### config.mk
export PLATFORM = sky130hd
export DESIGN_NAME = i2c_cmd_master
export DESIGN_NICKNAME = d
export VERILOG_FILES = /design/src/rtl/i2cm_pkg.sv /design/src/rtl/i2cm_regs.sv /design/src/rtl/i2cm_tick.sv /design/src/rtl/i2cm_seq.sv /design/src/rtl/i2c_cmd_master.sv
export SDC_FILE = /design/constraint.sdc
export NUM_CORES = 1
export LEC_CHECK = 0
export BUFFER_PORTS_ARGS = -buffer_cell sky130_fd_sc_hd__buf_2
export CORE_MARGIN = 5
export CORE_UTILIZATION = 30
export DETAILED_ROUTE_END_ITERATION = 6
export SETUP_SLACK_MARGIN = 0.02
export SLEW_MARGIN = 20
export SYNTH_ARGS = -nofsm -noshare
export SYNTH_HDL_FRONTEND = slang
export SYNTH_HIERARCHICAL = 1
export SYNTH_SLANG_ARGS = --single-unit
### constraint.sdc
create_clock -name clk -period 3.9 [get_ports clk]
set_input_delay 0.195 -clock clk [delete_from_list [all_inputs] [get_ports clk]]
set_output_delay 0.195 -clock clk [all_outputs]
set_load 0.02 [all_outputs]
### src/rtl/i2cm_pkg.sv
`timescale 1ns/1ps
package i2cm_pkg;
  typedef enum logic [1:0] {PH_IDLE, PH_START, PH_BITS, PH_STOP} phase_e;

  typedef struct packed {
    logic wr;
    logic rd;
    logic nack;
    logic stop;
    logic start;
  } cmd_t;

  localparam int CB_EN    = 7;
  localparam int CB_IEN   = 6;
  localparam int CB_WR    = 5;
  localparam int CB_RD    = 4;
  localparam int CB_NACK  = 3;
  localparam int CB_STOP  = 2;
  localparam int CB_START = 1;

  localparam logic [2:0] A_PRE_LO = 3'd0;
  localparam logic [2:0] A_PRE_HI = 3'd1;
  localparam logic [2:0] A_CTRL   = 3'd2;
  localparam logic [2:0] A_TX     = 3'd3;
  localparam logic [2:0] A_RX     = 3'd4;
  localparam logic [2:0] A_STAT   = 3'd5;
endpackage

### src/rtl/i2cm_regs.sv
`timescale 1ns/1ps
module i2cm_regs import i2cm_pkg::*; #(
  parameter int DW = 8,
  parameter int AW = 3,
  parameter int PW = 2 * DW
) (
  input  logic          clk,
  input  logic          rst_n,
  input  logic          bus_cyc,
  input  logic          bus_stb,
  input  logic          bus_we,
  input  logic [AW-1:0] bus_addr,
  input  logic [DW-1:0] bus_wdata,
  output logic [DW-1:0] bus_rdata,
  output logic          bus_ack,
  input  logic          eng_busy,
  input  logic          eng_done,
  input  logic [DW-1:0] rx_byte,
  input  logic          rx_ack,
  output logic          go,
  output cmd_t          cmd,
  output logic [DW-1:0] tx_byte,
  output logic [PW-1:0] presc,
  output logic          irq,
  output logic          ctrl_acc
);
  logic [PW-1:0] pre_q, pre_d;
  logic [DW-1:0] tx_q, tx_d, ctrl_q, ctrl_d, rdat_q, rdat_d, status;
  logic          pend_q, pend_d, ack_q, go_q, go_d, req, wr, busy_all;

  assign req      = bus_cyc & bus_stb & ~ack_q;
  assign wr       = req & bus_we;
  assign busy_all = eng_busy | go_q;
  assign ctrl_acc = wr && (bus_addr == A_CTRL) && !busy_all;
  assign status   = {{(DW-3){1'b0}}, rx_ack, pend_q, busy_all};

  always_comb begin
    pre_d  = pre_q;
    tx_d   = tx_q;
    ctrl_d = ctrl_q;
    pend_d = pend_q;
    rdat_d = rdat_q;
    go_d   = ctrl_acc & bus_wdata[CB_EN] & (bus_wdata[CB_WR] | bus_wdata[CB_RD]);
    if (wr) begin
      case (bus_addr)
        A_PRE_LO: pre_d[DW-1:0]  = bus_wdata;
        A_PRE_HI: pre_d[PW-1:DW] = bus_wdata[PW-DW-1:0];
        A_TX:     tx_d           = bus_wdata;
        default:  ;
      endcase
    end
    if (ctrl_acc) begin
      ctrl_d = bus_wdata;
      pend_d = 1'b0;
    end
    if (eng_done) pend_d = 1'b1;
    if (req && !bus_we) begin
      case (bus_addr)
        A_PRE_LO: rdat_d = pre_q[DW-1:0];
        A_PRE_HI: rdat_d = pre_q[PW-1:DW];
        A_CTRL:   rdat_d = ctrl_q;
        A_TX:     rdat_d = tx_q;
        A_RX:     rdat_d = rx_byte;
        A_STAT:   rdat_d = status;
        default:  rdat_d = '0;
      endcase
    end
  end

  always_ff @(posedge clk or negedge rst_n) begin
    if (!rst_n) begin
      pre_q  <= '0;
      tx_q   <= '0;
      ctrl_q <= '0;
      rdat_q <= '0;
      pend_q <= 1'b0;
      ack_q  <= 1'b0;
      go_q   <= 1'b0;
    end else begin
      pre_q  <= pre_d;
      tx_q   <= tx_d;
      ctrl_q <= ctrl_d;
      rdat_q <= rdat_d;
      pend_q <= pend_d;
      ack_q  <= req;
      go_q   <= go_d;
    end
  end

  always_comb begin
    cmd.wr    = ctrl_q[CB_WR];
    cmd.rd    = ctrl_q[CB_RD] & ~ctrl_q[CB_WR];
    cmd.nack  = ctrl_q[CB_NACK];
    cmd.stop  = ctrl_q[CB_STOP];
    cmd.start = ctrl_q[CB_START];
  end

  assign go        = go_q;
  assign tx_byte   = tx_q;
  assign presc     = pre_q;
  assign bus_ack   = ack_q;
  assign bus_rdata = rdat_q;
  assign irq       = pend_q & ctrl_q[CB_IEN];
endmodule

### src/rtl/i2cm_tick.sv
`timescale 1ns/1ps
module i2cm_tick #(
  parameter int PW = 16
) (
  input  logic          clk,
  input  logic          rst_n,
  input  logic          run,
  input  logic [PW-1:0] presc,
  output logic          tick
);
  logic [PW-1:0] cnt_q, cnt_d;

  assign tick = run && (cnt_q == presc);

  always_comb begin
    cnt_d = cnt_q + 1'b1;
    if (!run || tick) cnt_d = '0;
  end

  always_ff @(posedge clk or negedge rst_n) begin
    if (!rst_n) cnt_q <= '0;
    else        cnt_q <= cnt_d;
  end
endmodule

### src/rtl/i2cm_seq.sv
`timescale 1ns/1ps
module i2cm_seq import i2cm_pkg::*; #(
  parameter int DW = 8
) (
  input  logic          clk,
  input  logic          rst_n,
  input  logic          go_i,
  input  cmd_t          cmd_i,
  input  logic [DW-1:0] tx_i,
  input  logic          tick_i,
  input  logic          sda_i,
  output logic          busy_o,
  output logic          done_o,
  output logic          held_o,
  output logic          in_bits_o,
  output logic [DW-1:0] rx_o,
  output logic          rxack_o,
  output logic          scl_oe_o,
  output logic          sda_oe_o
);
  localparam int BCW = $clog2(DW + 1);
  localparam logic [BCW-1:0] LAST = BCW'(DW);

  phase_e         ph_q, ph_d;
  logic [1:0]     q_q, q_d;
  logic [BCW-1:0] bit_q, bit_d;
  logic [DW-1:0]  sh_q, sh_d, rx_q, rx_d;
  cmd_t           cmd_q, cmd_d;
  logic           held_q, held_d, rxack_q, rxack_d, done;
  logic           scl_q, scl_d, sda_q, sda_d;

  always_comb begin
    ph_d = ph_q; q_d = q_q; bit_d = bit_q; sh_d = sh_q; cmd_d = cmd_q;
    held_d = held_q; rx_d = rx_q; rxack_d = rxack_q; done = 1'b0;
    case (ph_q)
      PH_IDLE: if (go_i) begin
        ph_d  = (cmd_i.wr && (cmd_i.start || !held_q)) ? PH_START : PH_BITS;
        q_d   = '0;
        bit_d = '0;
        sh_d  = cmd_i.wr ? tx_i : '0;
        cmd_d = cmd_i;
      end
      PH_START: if (tick_i) begin
        q_d = q_q + 2'd1;
        if (q_q == 2'd3) begin
          ph_d   = PH_BITS;
          held_d = 1'b1;
        end
      end
      PH_BITS: if (tick_i) begin
        q_d = q_q + 2'd1;
        if (q_q == 2'd2) begin
          if (bit_q == LAST) begin
            if (cmd_q.wr) rxack_d = sda_i;
            if (cmd_q.rd) rx_d = sh_q;
          end else if (cmd_q.rd) begin
            sh_d = {sh_q[DW-2:0], sda_i};
          end
        end
        if (q_q == 2'd3) begin
          if (bit_q == LAST) begin
            if (cmd_q.stop) ph_d = PH_STOP;
            else begin
              ph_d = PH_IDLE;
              done = 1'b1;
            end
          end else begin
            bit_d = bit_q + 1'b1;
            if (cmd_q.wr) sh_d = {sh_q[DW-2:0], 1'b0};
          end
        end
      end
      PH_STOP: if (tick_i) begin
        q_d = q_q + 2'd1;
        if (q_q == 2'd3) begin
          ph_d   = PH_IDLE;
          held_d = 1'b0;
          done   = 1'b1;
        end
      end
      default: ph_d = PH_IDLE;
    endcase
  end

  // pin levels per quarter; registered so the pads see no decode glitches
  always_comb begin
    scl_d = 1'b0;
    sda_d = 1'b0;
    case (ph_q)
      PH_IDLE:  scl_d = held_q;
      PH_START: begin
        scl_d = (q_q == 2'd0) ? held_q : (q_q == 2'd3);
        sda_d = q_q[1];
      end
      PH_BITS:  begin
        scl_d = (q_q == 2'd0) || (q_q == 2'd3);
        sda_d = (bit_q == LAST) ? (cmd_q.rd && !cmd_q.nack) : (cmd_q.wr && !sh_q[DW-1]);
      end
      PH_STOP:  begin
        scl_d = (q_q == 2'd0);
        sda_d = !q_q[1];
      end
      default:  ;
    endcase
  end

  always_ff @(posedge clk or negedge rst_n) begin
    if (!rst_n) begin
      ph_q <= PH_IDLE; q_q <= '0; bit_q <= '0; sh_q <= '0; cmd_q <= '0;
      held_q <= 1'b0; rx_q <= '0; rxack_q <= 1'b0; scl_q <= 1'b0; sda_q <= 1'b0;
    end else begin
      ph_q <= ph_d; q_q <= q_d; bit_q <= bit_d; sh_q <= sh_d; cmd_q <= cmd_d;
      held_q <= held_d; rx_q <= rx_d; rxack_q <= rxack_d; scl_q <= scl_d; sda_q <= sda_d;
    end
  end

  assign busy_o    = (ph_q != PH_IDLE);
  assign in_bits_o = (ph_q == PH_BITS);
  assign done_o    = done;
  assign held_o    = held_q;
  assign rx_o      = rx_q;
  assign rxack_o   = rxack_q;
  assign scl_oe_o  = scl_q;
  assign sda_oe_o  = sda_q;
endmodule

### src/rtl/i2c_cmd_master.sv
`timescale 1ns/1ps
module i2c_cmd_master import i2cm_pkg::*; #(
  parameter int DW = 8,
  parameter int AW = 3,
  parameter int PW = 2 * DW
) (
  input  logic          clk,
  input  logic          rst_n,
  input  logic          bus_cyc,
  input  logic          bus_stb,
  input  logic          bus_we,
  input  logic [AW-1:0] bus_addr,
  input  logic [DW-1:0] bus_wdata,
  output logic [DW-1:0] bus_rdata,
  output logic          bus_ack,
  output logic          irq,
  output logic          scl_oe,
  input  logic          sda_in,
  output logic          sda_oe
);
  logic          go, tick, eng_busy, eng_done, eng_held, eng_in_bits, rx_ack, ctrl_acc;
  cmd_t          cmd;
  logic [DW-1:0] tx_byte, rx_byte;
  logic [PW-1:0] presc;

  i2cm_regs #(.DW(DW), .AW(AW), .PW(PW)) u_regs (
    .clk(clk), .rst_n(rst_n), .bus_cyc(bus_cyc), .bus_stb(bus_stb), .bus_we(bus_we),
    .bus_addr(bus_addr), .bus_wdata(bus_wdata), .bus_rdata(bus_rdata), .bus_ack(bus_ack),
    .eng_busy(eng_busy), .eng_done(eng_done), .rx_byte(rx_byte), .rx_ack(rx_ack),
    .go(go), .cmd(cmd), .tx_byte(tx_byte), .presc(presc), .irq(irq), .ctrl_acc(ctrl_acc)
  );

  i2cm_tick #(.PW(PW)) u_tick (
    .clk(clk), .rst_n(rst_n), .run(eng_busy), .presc(presc), .tick(tick)
  );

  i2cm_seq #(.DW(DW)) u_seq (
    .clk(clk), .rst_n(rst_n), .go_i(go), .cmd_i(cmd), .tx_i(tx_byte), .tick_i(tick),
    .sda_i(sda_in), .busy_o(eng_busy), .done_o(eng_done), .held_o(eng_held),
    .in_bits_o(eng_in_bits), .rx_o(rx_byte), .rxack_o(rx_ack),
    .scl_oe_o(scl_oe), .sda_oe_o(sda_oe)
  );
endmodule

==> run metrics <==
Starting Density=30.9%; Final WS setup=between 1000 and 1500 ps; Hold Path End=u_seq/rxack_o$_DFFE_PN0P_; DRC=0; worst hold path stage count=2; DRT iter0 DRCs=144; Post-CTS Setup Bufs=0; H-tree levels=3; worst-path cell chain=nor2_1 > inv_1 > nor2_1 > nor4b_4 > mux2_2; cells on worst reg2reg path=5; share of post-route cells with drive strength above 1=25.6%; Total Power=2.55 mW; First-pass DRT Iterations=4; crit path launch type=register; crit end category=register; core box area=about 15000 um2; register area share after synthesis=about half; top achievable clock speed=roughly 410 MHz; CTS Buffer Depth=2; Slew headroom=~37%; Slew @ Worst Pin=946 ps; die area=about 18000 um2; FF+latch count, synth=91; DR vias/cell=roughly 5.0; register share of total power=approximately 45%; Fin Hold WS=127 ps; kind of critical path=register to register; P&R area growth vs syn=13.4%; critical path arrival=roughly 2700 ps; total wire length=10900 um; crit share post-route=62.4%; status=finished clean; Avg Inst Size Synth=11.6 um2; worst hold path startpoint=sda_in; Buffers & Inverters on Critical Path=1; initial antenna violation count=0; largest net degree at the start of global routing=54; R2R Path End=u_regs/ctrl_q[1]$_DFFE_PN0P_; CP peak stage delay=690 ps; reg2reg setup slack=1460 ps; Synth cell types=58; Crit path max-delay family=simple AND/OR/NAND/NOR gates; vias in the first global route=about 3300; TritonCTS buffer count=9; Worst path depth=5; worst hold path class=primary input to register; Overflow after GRT=0; asr flop ratio synth=100%; Peak VDD IR=0.000195 V; Clock Skew=about 7.7 ps; DR vias=3212; Cell Area, Synth=4730 um2; Final Hold Viols=0; GP Congestion=0.775; most frequent CP cell=nor2_1; estimated wirelength of the detail-placed design=8210 um; Leak=between 2 and 2.5 nW; Cells after Synth=407; Die Height=136 um; first-pass GRT wire length=about 18000 um; RSZ-0062 raised after global routing=no; Final Util=35.0%; number of synthesized flops with an enable pin=0; Total GRT Usage=approximately an eighth; port bufs=28; Slew Viols, Final=0; DIE WIDTH=~140 um; Clock Power Share=roughly 40%; Sink Count=91; Worst-path clk slew=about 60 ps; reg2reg start=u_seq/ph_q[0]$_DFFE_PN0P_; switching power share of the total=25.5%; post-route ant nets=0; Root Buffer=clkbuf_16; syn nets=430; CP max-delay cell=nor4b_4; # nets final=452; Critical Path RT=4130 ps; Crit Path Max Fanout=13; Synth Warn #=6; DR WL/cell=16.8 um; Placement Rows=45; Synth Flop Type=dfrtp_1; Net Switching=~0.65 mW; Power Density=~480 nW/um2; setup_tns=0 ps; pre-CTS WS=1500 ps; # IOs=29; Logic pwr share=14.2%; Max-Cap Viols=0; Layout fillers=1575; Period minus WS final=2440 ps; Int Power=1.90 mW; CTS tree=done; later-pin clock latency in the skew report=340 ps; final setup vio count=0
cells by family after synthesis:
logic type,share of synthesized area (%)
flops,48.2
buf+inv,4.45
compound gates,10.9
mux,15.6
simple gates,14.3
fa+ha+maj,1.59
xor+xnor,5.00
metal layers:
layer / track usage, % / wire, um / share of wire (%)
met1: 16.2 / 4910 / 45
met2: 20.7 / 5380 / 49
met3: 2.41 / 383 / 3.5
met4: 4.93 / 209 / 1.9
met5: 0 / 0 / 0
power groups by stage:
stage | combinational (mW) | clock, mW | sequential [mW]
6_report | 0.361 | 1.05 | 1.14
5_1_grt | 0.398 | 1.11 | 1.15
4_1_cts | 0.365 | 1.08 | 1.14
3_5_place_dp | 0.363 | 0 | 1.16
3_3_place_gp | 0.357 | 0 | 1.16
2_1_floorplan | 0.268 | 0 | 1.14
synthesized netlist by cell type, drive strengths merged, types with 6 or more instances:
| master | n | area share (%) |
|---|---|---|
| mux2 | 51 | 13 |
| nand2 | 20 | 1.6 |
| a21oi | 13 | 1.4 |
| mux2i | 9 | 1.9 |
| dfrtp | 91 | 48 |
| xnor2 | 22 | 4.1 |
| ha | 6 | 1.6 |
| a22o | 15 | 2.8 |
| nand3 | 17 | 2.1 |
| nand4 | 10 | 1.5 |
| buf | 17 | 3.1 |
| o21ai | 13 | 1.4 |
| nor2 | 38 | 3.5 |
| inv | 14 | 1.1 |
worst max-delay path by stage:
stage | start | to | slack, ps
6_report | u_seq/ph_q[0]$_DFFE_PN0P_ | u_regs/ctrl_q[1]$_DFFE_PN0P_ | 1460
5_1_grt | u_seq/ph_q[0]$_DFFE_PN0P_ | u_regs/ctrl_q[1]$_DFFE_PN0P_ | 1270
4_1_cts | u_seq/ph_q[0]$_DFFE_PN0P_ | u_regs/ctrl_q[1]$_DFFE_PN0P_ | 1480
3_5_place_dp | u_seq/ph_q[0]$_DFFE_PN0P_ | u_regs/ctrl_q[1]$_DFFE_PN0P_ | 1500
3_3_place_gp | u_seq/ph_q[0]$_DFFE_PN0P_ | u_regs/ctrl_q[1]$_DFFE_PN0P_ | 1580
2_1_floorplan | u_tick/cnt_q[2]$_DFF_PN0_ | u_seq/sh_q[1]$_DFFE_PN0P_ | 1960
placed cells by master, fill, tap and decap left out, types with 2 or more instances in the layout:
cell,synthesis,final
and3_1,2,2
mux2_2,44,44
o22a_1,3,3
buf_4,9,2
clkbuf_16,0,9
dfrtp_1,91,91
nor3b_1,2,2
a211oi_1,2,2
o31ai_1,3,3
a22o_1,15,15
o21ai_0,13,13
buf_2,2,27
o211ai_1,3,3
nand2b_1,5,5
a31oi_1,3,3
clkbuf_1,2,2
clkinv_2,1,2
a22oi_1,5,5
and2_1,2,2
a21oi_1,13,13
mux4_2,2,2
nor2_1,35,35
nor2_4,3,3
xor2_1,5,5
nand3_1,16,16
inv_1,14,14
ha_1,6,6
mux2i_1,9,9
xnor2_1,22,22
bufinv_16,0,4
nand4_1,9,9
nand3b_1,3,3
nand2_1,19,19
nor2b_1,4,4
o32ai_1,2,2
mux2_4,7,7
nor3_1,3,3
flip-flops by register name, summed over array words and instances (netlist names), 2 cells and up:
name              flops
u_seq/bit_q           4
u_regs/bus_rdata      8
u_seq/rx_o            8
u_seq/ph_q            2
u_tick/cnt_q         16
u_regs/tx_byte        8
u_regs/ctrl_q         8
u_seq/q_q             2
u_seq/sh_q            8
u_regs/presc         16
u_seq/cmd_q           4
what timing repair did:
action	4_1_cts	5_1_grt
endpoints found under the setup margin	0	0
endpoints found under the hold margin	52	0
hold buffers	1	0
gates resized for setup	0	0
through the flow:
| step | cells | instance area [um2] |
|---|---|---|
| after floorplan | 407 | 4730 |
| after global placement | 628 | 4990 |
| after detailed placement | 628 | 4990 |
| after CTS | 645 | 5360 |
| after global routing | 645 | 5360 |
| final | 646 | 5360 |
layout make-up:
type | instances | area [um2] | share of cell area, %
flip-flops and latches | 91 | 2280 | 42.5
multi-input cells | 282 | 2240 | 41.8
well taps | 211 | 264 | 4.93
clock buffers | 11 | 233 | 4.34
repair buffers | 30 | 160 | 2.99
clock inverters | 5 | 125 | 2.33
inverters | 15 | 57.6 | 1.07
diodes | 1 | 2.50 | 0.0467
No activity file was read; power rests on OpenSTA's default activity.
